===== src/rtl/mtimer_pkg.sv =====
package mtimer_pkg;

  localparam int unsigned OFF_SWI    = 32'h0000_0000;
  localparam int unsigned OFF_CMP_LO = 32'h0000_4000;
  localparam int unsigned OFF_CMP_HI = 32'h0000_4004;
  localparam int unsigned OFF_CNT_LO = 32'h0000_BFF8;
  localparam int unsigned OFF_CNT_HI = 32'h0000_BFFC;

  typedef enum logic [2:0] {
    SEL_NONE,
    SEL_CMP_LO,
    SEL_CMP_HI,
    SEL_CNT_LO,
    SEL_CNT_HI
  } reg_sel_e;

endpackage


===== src/rtl/mtimer_decode.sv =====
module mtimer_decode
  import mtimer_pkg::*;
#(
  parameter int unsigned            ADDR_W    = 32,
  parameter logic [ADDR_W-1:0]      BASE_ADDR = '0
) (
  input  logic [ADDR_W-1:0] addr_i,
  output reg_sel_e          sel_o
);

  logic [ADDR_W-1:0] offset;

  assign offset = addr_i - BASE_ADDR;

  always_comb begin
    unique case (offset)
      ADDR_W'(OFF_CMP_LO): sel_o = SEL_CMP_LO;
      ADDR_W'(OFF_CMP_HI): sel_o = SEL_CMP_HI;
      ADDR_W'(OFF_CNT_LO): sel_o = SEL_CNT_LO;
      ADDR_W'(OFF_CNT_HI): sel_o = SEL_CNT_HI;
      default:             sel_o = SEL_NONE;  // includes OFF_SWI
    endcase
  end

endmodule


===== src/rtl/mtimer_counter.sv =====
module mtimer_counter #(
  parameter int unsigned WORD_W = 32
) (
  input  logic              clk_i,
  input  logic              rst_ni,
  output logic [WORD_W-1:0] cnt_lo_o,
  output logic [WORD_W-1:0] cnt_hi_o
);

  logic [WORD_W-1:0] cnt_lo_q, cnt_hi_q;
  logic              lo_wrap;

  assign lo_wrap = &cnt_lo_q;

  always_ff @(posedge clk_i or negedge rst_ni) begin
    if (!rst_ni) begin
      cnt_lo_q <= '0;
      cnt_hi_q <= '0;
    end else begin
      cnt_lo_q <= cnt_lo_q + WORD_W'(1);
      if (lo_wrap) cnt_hi_q <= cnt_hi_q + WORD_W'(1);
    end
  end

  assign cnt_lo_o = cnt_lo_q;
  assign cnt_hi_o = cnt_hi_q;

  logic past_q;
  always_ff @(posedge clk_i or negedge rst_ni) begin
    if (!rst_ni) past_q <= 1'b0;
    else         past_q <= 1'b1;
  end


  cnt_lo_step_chk: assert property (@(posedge clk_i) disable iff (!rst_ni)
    past_q |-> cnt_lo_o == WORD_W'($past(cnt_lo_o) + WORD_W'(1)));


  cnt_hi_carry_chk: assert property (@(posedge clk_i) disable iff (!rst_ni)
    (past_q && (&$past(cnt_lo_o))) |-> cnt_hi_o == WORD_W'($past(cnt_hi_o) + WORD_W'(1)));


  cnt_hi_hold_chk: assert property (@(posedge clk_i) disable iff (!rst_ni)
    (past_q && !(&$past(cnt_lo_o))) |-> $stable(cnt_hi_o));

endmodule


===== src/rtl/mtimer_compare.sv =====
module mtimer_compare
  import mtimer_pkg::*;
#(
  parameter int unsigned WORD_W = 32
) (
  input  logic              clk_i,
  input  logic              rst_ni,
  input  logic              wr_en_i,
  input  reg_sel_e          sel_i,
  input  logic [WORD_W-1:0] wr_data_i,
  output logic [WORD_W-1:0] cmp_lo_o,
  output logic [WORD_W-1:0] cmp_hi_o
);

  localparam int unsigned NUM_HALVES = 2;

  logic [NUM_HALVES-1:0][WORD_W-1:0] cmp_q;

  for (genvar h = 0; h < NUM_HALVES; h++) begin : g_half
    localparam reg_sel_e HALF_SEL = (h == 0) ? SEL_CMP_LO : SEL_CMP_HI;
    logic hit;
    assign hit = wr_en_i && (sel_i == HALF_SEL);
    always_ff @(posedge clk_i or negedge rst_ni) begin
      if (!rst_ni)  cmp_q[h] <= '0;
      else if (hit) cmp_q[h] <= wr_data_i;
    end
  end

  assign cmp_lo_o = cmp_q[0];
  assign cmp_hi_o = cmp_q[1];


  cmp_lo_load_chk: assert property (@(posedge clk_i) disable iff (!rst_ni)
    (wr_en_i && sel_i == SEL_CMP_LO) |=> cmp_lo_o == $past(wr_data_i));


  cmp_hi_load_chk: assert property (@(posedge clk_i) disable iff (!rst_ni)
    (wr_en_i && sel_i == SEL_CMP_HI) |=> cmp_hi_o == $past(wr_data_i));


  cmp_ignore_chk: assert property (@(posedge clk_i) disable iff (!rst_ni)
    !(wr_en_i && (sel_i == SEL_CMP_LO || sel_i == SEL_CMP_HI))
      |=> ($stable(cmp_lo_o) && $stable(cmp_hi_o)));

endmodule


===== src/rtl/mtimer_fire.sv =====
module mtimer_fire #(
  parameter int unsigned WORD_W = 32
) (
  input  logic [WORD_W-1:0] cnt_lo_i,
  input  logic [WORD_W-1:0] cnt_hi_i,
  input  logic [WORD_W-1:0] cmp_lo_i,
  input  logic [WORD_W-1:0] cmp_hi_i,
  output logic              irq_o
);

  logic armed, hi_above, exact;

  // zero compare disarms the request
  assign armed    = (|cmp_lo_i) || (|cmp_hi_i);
  assign hi_above = cnt_hi_i > cmp_hi_i;
  assign exact    = (cnt_hi_i == cmp_hi_i) && (cnt_lo_i == cmp_lo_i);
  assign irq_o    = armed && (hi_above || exact);

endmodule


===== src/rtl/mtimer.sv =====
module mtimer
  import mtimer_pkg::*;
#(
  parameter int unsigned       ADDR_W    = 32,
  parameter int unsigned       WORD_W    = 32,
  parameter logic [ADDR_W-1:0] BASE_ADDR = ADDR_W'(32'h0200_0000)
) (
  input  logic              clk_i,
  input  logic              rst_ni,
  input  logic [ADDR_W-1:0] addr_i,
  input  logic              wr_en_i,
  input  logic [WORD_W-1:0] wr_data_i,
  input  logic              rd_en_i,
  output logic [WORD_W-1:0] rd_data_o,
  output logic              irq_o
);

  reg_sel_e          sel;
  logic [WORD_W-1:0] cnt_lo, cnt_hi, cmp_lo, cmp_hi;
  logic [WORD_W-1:0] rd_mux, rd_q;

  mtimer_decode #(.ADDR_W(ADDR_W), .BASE_ADDR(BASE_ADDR)) u_decode (
    .addr_i (addr_i),
    .sel_o  (sel)
  );

  mtimer_counter #(.WORD_W(WORD_W)) u_counter (
    .clk_i    (clk_i),
    .rst_ni   (rst_ni),
    .cnt_lo_o (cnt_lo),
    .cnt_hi_o (cnt_hi)
  );

  mtimer_compare #(.WORD_W(WORD_W)) u_compare (
    .clk_i     (clk_i),
    .rst_ni    (rst_ni),
    .wr_en_i   (wr_en_i),
    .sel_i     (sel),
    .wr_data_i (wr_data_i),
    .cmp_lo_o  (cmp_lo),
    .cmp_hi_o  (cmp_hi)
  );

  mtimer_fire #(.WORD_W(WORD_W)) u_fire (
    .cnt_lo_i (cnt_lo),
    .cnt_hi_i (cnt_hi),
    .cmp_lo_i (cmp_lo),
    .cmp_hi_i (cmp_hi),
    .irq_o    (irq_o)
  );

  always_comb begin
    unique case (sel)
      SEL_CMP_LO: rd_mux = cmp_lo;
      SEL_CMP_HI: rd_mux = cmp_hi;
      SEL_CNT_LO: rd_mux = cnt_lo;
      SEL_CNT_HI: rd_mux = cnt_hi;
      default:    rd_mux = '0;
    endcase
  end

  always_ff @(posedge clk_i or negedge rst_ni) begin
    if (!rst_ni)      rd_q <= '0;
    else if (rd_en_i) rd_q <= rd_mux;
  end

  assign rd_data_o = rd_q;


  rd_undef_zero_chk: assert property (@(posedge clk_i) disable iff (!rst_ni)
    (rd_en_i && sel == SEL_NONE) |=> rd_data_o == '0);


  rd_cnt_lo_chk: assert property (@(posedge clk_i) disable iff (!rst_ni)
    (rd_en_i && sel == SEL_CNT_LO) |=> rd_data_o == $past(cnt_lo));


  zero_cmp_quiet_chk: assert property (@(posedge clk_i) disable iff (!rst_ni)
    (cmp_lo == '0 && cmp_hi == '0) |-> !irq_o);


  match_then_quiet_chk: assert property (@(posedge clk_i) disable iff (!rst_ni)
    (irq_o && cnt_hi == cmp_hi && !(&cnt_lo) && !wr_en_i) |=> !irq_o);

endmodule


===== config.mk =====
export PLATFORM = sky130hd
export DESIGN_NAME = mtimer
export DESIGN_NICKNAME = d
export VERILOG_FILES = /design/src/rtl/mtimer_pkg.sv /design/src/rtl/mtimer_decode.sv /design/src/rtl/mtimer_counter.sv /design/src/rtl/mtimer_compare.sv /design/src/rtl/mtimer_fire.sv /design/src/rtl/mtimer.sv
export SDC_FILE = /design/constraint.sdc
export NUM_CORES = 1
export LEC_CHECK = 0
export ABC_AREA = 1
export CORE_AREA = 2 2 190 99
export CTS_BUF_LIST = sky130_fd_sc_hd__clkbuf_4 sky130_fd_sc_hd__clkbuf_8
export DETAILED_ROUTE_END_ITERATION = 16
export DIE_AREA = 0 0 192 101
export PLACE_DENSITY = 0.8
export REMOVE_ABC_BUFFERS = 1
export SYNTH_ARGS = -nofsm -noshare
export SYNTH_HDL_FRONTEND = slang
export SYNTH_SLANG_ARGS = --single-unit

===== constraint.sdc =====
create_clock -name clk_i -period 2.2 [get_ports clk_i]
set_clock_uncertainty 0.1 [all_clocks]
set_input_delay 0.22 -clock clk_i [delete_from_list [all_inputs] [get_ports clk_i]]
set_output_delay 0.22 -clock clk_i [all_outputs]
set_load 0.005 [all_outputs]

==> results of run 1 <==
cell families (layout without fill, tap and decap cells):
family	Yosys count	count (layout)	synth area share, %
simple gates	801	801	34.31
buf+inv	260	561	10.34
flops	160	160	38.57
compound gates	113	113	5.726
xor+xnor	81	81	6.835
fa+ha+maj	35	35	4.219
worst max-delay path, delay by kind of cell, from the launching register on:
family	cells	cell delay [ps]
buffers and inverters	2	180
flip-flops	1	440
adder cells (fa/ha/maj)	1	310
AND/OR/NAND/NOR	9	960
where the power goes:
| group | switching [mW] | total, mW | internal, mW |
|---|---|---|---|
| combinational | 0.159 | 0.308 | 0.148 |
| sequential | 0.0000000150 | 2.94 | 2.94 |
| clock | 1.22 | 2.29 | 1.07 |
| total | 1.38 | 5.54 | 4.15 |
per-stage QoR:
| stage | utilization, % | setup slack [ps] | total power [mW] |
|---|---|---|---|
| 6_report | 78.23 | -481.7 | 5.538 |
| 3_3_place_gp | 73.31 | -481.7 | 3.294 |
| 5_1_grt | 78.23 | -634.4 | 5.684 |
| 2_1_floorplan | - | -871.4 | 3.051 |
| 3_5_place_dp | 73.31 | -490.9 | 3.300 |
| 4_1_cts | 76.11 | -455.2 | 5.533 |
area by class of cell:
cell class / count / area, µm²
clock inverters: 12 / 136.4
repair buffers: 330 / 2995
fillers: 1320 / 3890
clock buffers: 20 / 262.8
flip-flops and latches: 160 / 4006
multi-input cells: 1030 / 5514
inverters: 199 / 762.0
well taps: 240 / 300.3
Yosys cell counts (3+ instances only):
master	count	area (µm²)
inv_1	196	735.7
or2_2	6	37.54
nor3_2	3	30.03
nor3_1	31	155.2
dfrtp_1	160	4004
o21ai_0	48	240.2
clkbuf_2	3	15.01
nor4_1	22	137.6
nor2_1	118	442.9
nand2_2	5	31.28
xor2_1	57	499.2
o21ai_1	40	200.2
nor2_2	5	31.28
nand3b_1	4	30.03
buf_6	7	78.83
buf_2	29	145.1
o21ai_2	5	43.79
nor2_4	5	56.30
nand3_1	84	420.4
nand4_1	76	475.5
nand2_1	436	1637
ha_1	35	437.9
xnor2_1	24	210.2
a21oi_1	15	75.07
clkbuf_1	22	82.58
worst paths after layout:
| kind | startpoint | endpoint | slack (ps) | cells past startpoint |
|---|---|---|---|---|
| worst max-delay path | u_counter.cnt_hi_o[31] | irq_o | -480 | 12 |
| worst min-delay path | rst_ni | u_counter.cnt_lo_o[31] | 160 | 2 |
| worst max register to register | u_counter.cnt_lo_o[1] | u_counter.cnt_hi_o[5] | 30 | 12 |
| worst min register to register | rd_data_o[24] | rd_data_o[24] | 380 | 2 |
| max in group asynchronous | rst_ni | u_counter.cnt_lo_o[0] | 1190 | 3 |
| min in group clk_i | wr_data_i[0] | u_compare.cmp_hi_o[0] | 190 | 3 |
per-layer routing:
metal | vias up | wire (µm) | GRT usage, % | share of wire (%)
li1 | 5201 | - | - | -
met1 | 5276 | 16070 | 56.03 | 44
met2 | 743 | 14790 | 53.29 | 40
met3 | 85 | 4906 | 9.467 | 13
met4 | 0 | 759 | 10.16 | 2.1
met5 | - | 0 | 0 | 0
registers in the layout, indices dropped and copies added, names as in the netlist:
| name | count |
|---|---|
| rd_data_o | 32 |
| u_compare.cmp_hi_o | 32 |
| u_compare.cmp_lo_o | 32 |
| u_counter.cnt_hi_o | 32 |
| u_counter.cnt_lo_o | 32 |
timing repair:
action | 4_1_cts | 5_1_grt
gates cloned | 0 | 3
endpoints found under the setup margin | 1 | 95
pin swaps | 9 | 20
hold buffers | 1 | 0
resized for setup | 18 | 51
setup buffers | 4 | 14
hold endpoints to repair | 53 | 0
==> summary.md, run 1 <==
| Metric | Value |
|---|---|
| Run status | `finished, violations left` |
| Failing checks | `setup timing` |
| Post-Synthesis Cells | `1,450` |
| Final Wtd Congestion | `1.011` |
| Clk Latency, worst-skew pair | `480 ps` |
| CTS root buffer | `clkbuf_8` |
| Layout cells sized above 1 | `19.19%` |
| Hpwl dp | `26,970 µm` |
| Iteration-0 DRC Markers | `1,520` |
| Setup WS post-layout | `-481.7 ps` |
| Starting density of the core | `58.10%` |
| Longest Clk Path Bufs | `2` |
| Slew Limit Fails | `0` |
| TritonCTS Buffers | `17` |
| Placed Area | `13,100 µm²` |
| Leakage power | `7.182 nW` |
| Post-Layout Inst Area | `13,980 µm²` |
| YS warnings | `0` |
| Final number of setup-violating endpoints | `1` |
| Routed vias/inst | `5.678` |
| Overall routing resource usage | `37.35%` |
| Tcrit/Tclk final | `121.9%` |
| Number of enable flip-flop cells after synthesis | `0` |
| HP Class | `in -> async` |
| Initial antenna violation count | `0` |
| Synth Register Bits | `160` |
| Die W | `192 µm` |
| IO Count | `101` |
| Worst Path Required | `1880 ps` |
| H-tree depth | `4` |
| Hold slack | `162.2 ps` |
| Vias in the first global route | `10,360` |
| First-pass iteration count of the detailed router | `7` |
| Slew @ Worst Pin | `553.6 ps` |
| Top FF cell, synth | `dfrtp_1` |
| Placed Instances | `1,937` |
| CORE AREA | `17,870 µm²` |
| CTS clk-pin slew, worst paths | `100 ps` |
| Layout net count | `1,841` |
| Seq/Total Area, Yosys | `38.57%` |
| Global-route wire length before repair | `54,770 µm` |
| CP max-delay cell | `dfrtp_1` |
| Commonest non-fill, non-tap cell in the layout | `nand2_1` |
| Synth-to-Final Area Change | `34.66%` |
| Worst setup EP type | `output pin` |
| Die height | `101 µm` |
| Syn_area_per_cell | `7.159 µm²` |
| # Max-Cap Violations | `0` |
| Yosys cell types | `36` |
| CTS Sinks | `160` |
| Vias | `11,310` |
| Crit Path Class | `reg -> out` |
| Largest net degree at the start of global routing | `52` |
| Max rail drop VDD | `349.1 µV` |
| Port Buffers | `100` |
| Cell Rows | `35` |
| Grt total ovfl | `0` |
| Cell area after synthesis | `10,380 µm²` |
| Arr. time, crit path | `2360 ps` |
| TNS Setup | `-481.7 ps` |
| Relative slew slack | `63.09%` |
| Most frequent cells in the layout | `430 x nand2_1, 203 x buf_4, 194 x inv_1` |
| Number of routed nets with antenna violations | `0` |
| Routed WL | `36,530 µm` |
| DR WL/cell | `18.35 µm` |
| RSZ-0062 raised after global routing | `yes` |
| PwrDens | `396.2 nW/µm²` |
| CP max FO | `2` |
| CP cell instances | `ha_4, nand2_4, nor2_4, nand4_1, nor2_2, nand2_1, nand3_1, nor2_1, nand2_1, inv_1, nor2_2, buf_2` |
| Residual DRC | `0` |
| Max stage delay on crit path | `440 ps` |
| CTS tree | `yes` |
| Type of origin of the critical path | `flop` |
| Fmax | `0.3729 GHz` |
| Final non-filler cell total | `1,991` |
| Final min period | `2682 ps` |
| Final hold violations | `0` |
| Async set-reset flop share out of synthesis | `100.0%` |
| Die area | `19,390 µm²` |
| Ant diodes | `0` |
No activity file was read; power rests on OpenSTA's default activity.
==> inputs of run 2 (changes only) <==
- CORE_AREA: 2 2 190 99 -> 2 2 103 179
- DIE_AREA: 0 0 192 101 -> 0 0 105 181
==> run 2 against run 1 <==
Effect of this change:
- the flow still finishes with violations (setup timing)
- largest cell class unchanged
- sequential share of layout area decreased by 0.39 points
- first-iteration DRC count decreased by 13%
- critical path depth unchanged
- clock power up 6%
- critical path type unchanged
==> summary.md, run 2 (same netlist as run 1, synthesis figures left out) <==
| Metric | Value |
|---|---|
| Die W | `105 µm (-45%)` |
| Routed vias/inst | `5.932 (+4.5%)` |
| Longest Clk Path Bufs | `2 (unchanged)` |
| PwrDens | `399.8 nW/µm² (+0.90%)` |
| Type of origin of the critical path | `flop` |
| Arr. time, crit path | `2340 ps (-20 ps)` |
| Leakage power | `7.329 nW (+2.0%)` |
| Largest net degree at the start of global routing | `56 (+7.7%)` |
| Ant diodes | `0 (unchanged)` |
| Layout cells sized above 1 | `20.96% (+1.8 points)` |
| CP max FO | `2 (unchanged)` |
| Grt total ovfl | `0 (unchanged)` |
| Fmax | `0.3765 GHz (+0.96%)` |
| Commonest non-fill, non-tap cell in the layout | `nand2_1` |
| H-tree depth | `4 (unchanged)` |
| DR WL/cell | `19.44 µm (+6.0%)` |
| Final Wtd Congestion | `0.9675 (-4.3%)` |
| HP Class | `in -> async` |
| Slew Limit Fails | `0 (unchanged)` |
| Synth-to-Final Area Change | `36.45%` |
| Most frequent cells in the layout | `402 x nand2_1, 196 x buf_4, 191 x inv_1` |
| Number of routed nets with antenna violations | `0 (unchanged)` |
| Tcrit/Tclk final | `120.7% (-1.2 points)` |
| Hold slack | `137.7 ps (-24.50 ps)` |
| Layout net count | `1,836 (-0.27%)` |
| Post-Layout Inst Area | `14,160 µm² (+1.3%)` |
| Final min period | `2656 ps (-25.39 ps)` |
| Vias | `11,730 (+3.7%)` |
| First-pass iteration count of the detailed router | `8 (+1)` |
| # Max-Cap Violations | `0 (unchanged)` |
| Overall routing resource usage | `38.06% (+0.72 points)` |
| Final core occ | `81.14% (+2.9 points)` |
| Die area | `19,010 µm² (-2.0%)` |
| RSZ-0062 raised after global routing | `yes` |
| CTS tree | `yes` |
| IO Count | `101 (unchanged)` |
| CTS clk-pin slew, worst paths | `100 ps (about the same)` |
| CTS root buffer | `clkbuf_8` |
| Worst Path Required | `1880 ps (about the same)` |
| Hpwl dp | `25,960 µm (-3.8%)` |
| Port Buffers | `100 (unchanged)` |
| CTS Sinks | `160 (unchanged)` |
| Clk Latency, worst-skew pair | `490 ps (about the same)` |
| Iteration-0 DRC Markers | `1,324 (-13%)` |
| Initial antenna violation count | `0 (unchanged)` |
| TritonCTS Buffers | `17 (unchanged)` |
| Die height | `181 µm (+79%)` |
| Failing checks | `setup timing` |
| Global-route wire length before repair | `56,390 µm (+2.9%)` |
| Starting density of the core | `59.46% (+1.4 points)` |
| Slew @ Worst Pin | `543.5 ps (-10.13 ps)` |
| Setup WS post-layout | `-456.3 ps (+25.39 ps)` |
| Residual DRC | `0 (unchanged)` |
| Relative slew slack | `63.77% (+0.68 points)` |
| Max rail drop VDD | `565.5 µV (+62%)` |
| Filler cells | `1,119 (-15%)` |
| Final non-filler cell total | `1,977 (-0.70%)` |
| Placed Area | `13,030 µm² (-0.49%)` |
| Run status | `finished, violations left` |
| Crit Path Class | `reg -> out` |
| CORE AREA | `17,460 µm² (-2.3%)` |
| Final number of setup-violating endpoints | `23 (+22)` |
| Routed WL | `38,440 µm (+5.2%)` |
| Cell Rows | `64 (+83%)` |
| Placed Instances | `1,921 (-0.83%)` |
| Final hold violations | `0 (unchanged)` |
| Vias in the first global route | `11,240 (+8.5%)` |
| Worst setup EP type | `output pin` |
run 2: cell types whose count changed in the layout (fill, tap and decap cells not counted), moves of 3 or more:
| cell | change |
|---|---|
| buf_12 | +3 |
| buf_4 | -7 |
| buf_6 | -3 |
| clkinvlp_4 | -3 |
| inv_1 | -3 |
| inv_2 | +4 |
| nand2_1 | -28 |
| nand2_2 | +15 |
| nand2_4 | +12 |
| o21ai_0 | -5 |
| o21ai_2 | +6 |
run 2: layout make-up:
type / instances / area [µm²] / share of cell area (%)
timing repair buffer: 322 / 2954 / 20.86
tap: 231 / 289.0 / 2.041
clock buffer: 23 / 297.8 / 2.102
inverter: 199 / 759.5 / 5.362
timing repair inverter: 3 / 43.79 / 0.3092
multi-input combinational: 1030 / 5684 / 40.13
clock inverter: 9 / 131.4 / 0.9276
sequential: 160 / 4004 / 28.27
run 2: worst paths after layout:
check / to / cells after the start / startpoint / slack (ps)
max: irq_o / 12 / u_counter.cnt_hi_o[5] / -460
min: u_compare.cmp_lo_o[7] / 2 / rst_ni / 140
max reg2reg: u_counter.cnt_hi_o[2] / 11 / u_counter.cnt_lo_o[0] / -60
min reg2reg: rd_data_o[22] / 2 / rd_data_o[22] / 390
max in group asynchronous: u_counter.cnt_lo_o[31] / 3 / rst_ni / 1130
min in group clk_i: u_compare.cmp_hi_o[4] / 3 / wr_data_i[4] / 200
run 2: where the power goes:
| group | total [mW] | leakage (nW) | internal [mW] | switching (mW) |
|---|---|---|---|---|
| Sequential | 2.94 | 2.22 | 2.94 | 0.0000000147 |
| Combinational | 0.299 | 4.88 | 0.140 | 0.159 |
| Clock | 2.43 | 0.224 | 1.25 | 1.17 |
| Total | 5.66 | 7.33 | 4.33 | 1.33 |
run 2: through the flow:
| stage | TNS (ps) | setup slack, ps | power, mW |
|---|---|---|---|
| detailed placement | -38020 | -511.3 | 3.288 |
| floorplan | -58090 | -871.4 | 3.051 |
| global placement | -33840 | -439.1 | 3.283 |
| CTS | -416.1 | -416.1 | 5.644 |
| finish | -1185 | -456.3 | 5.662 |
| global route | -2928 | -529.8 | 5.796 |
run 2: repair_timing:
item                       in CTS  in global routing
hold endpoints to repair       53                  0
pin swaps                      11                 41
hold buffers                    1                  0
setup endpoints to repair      19                 63
gates cloned                    0                  7
buffers inserted                5                 11
gates resized for setup        15                107
run 2: worst max-delay path: stages, from the launching register on:
cell and delay [ps]:
dfrtp_1 410, ha_1 330, nand2_1 80, nor2_2 130, nand4_1 160, nor2_1 160, nand2_2 90, nand3_2 80
nor2_2 40, nand2_1 60, inv_1 40, nor2_2 120, buf_2 140
run 2: routing by layer:
metal	vias up	wire length (µm)	GRT usage, %
li1	5213	-	-
met1	5407	13030	43.22
met2	822	18370	63.58
met3	286	3209	6.385
met4	0	3836	28.48
met5	-	0	0
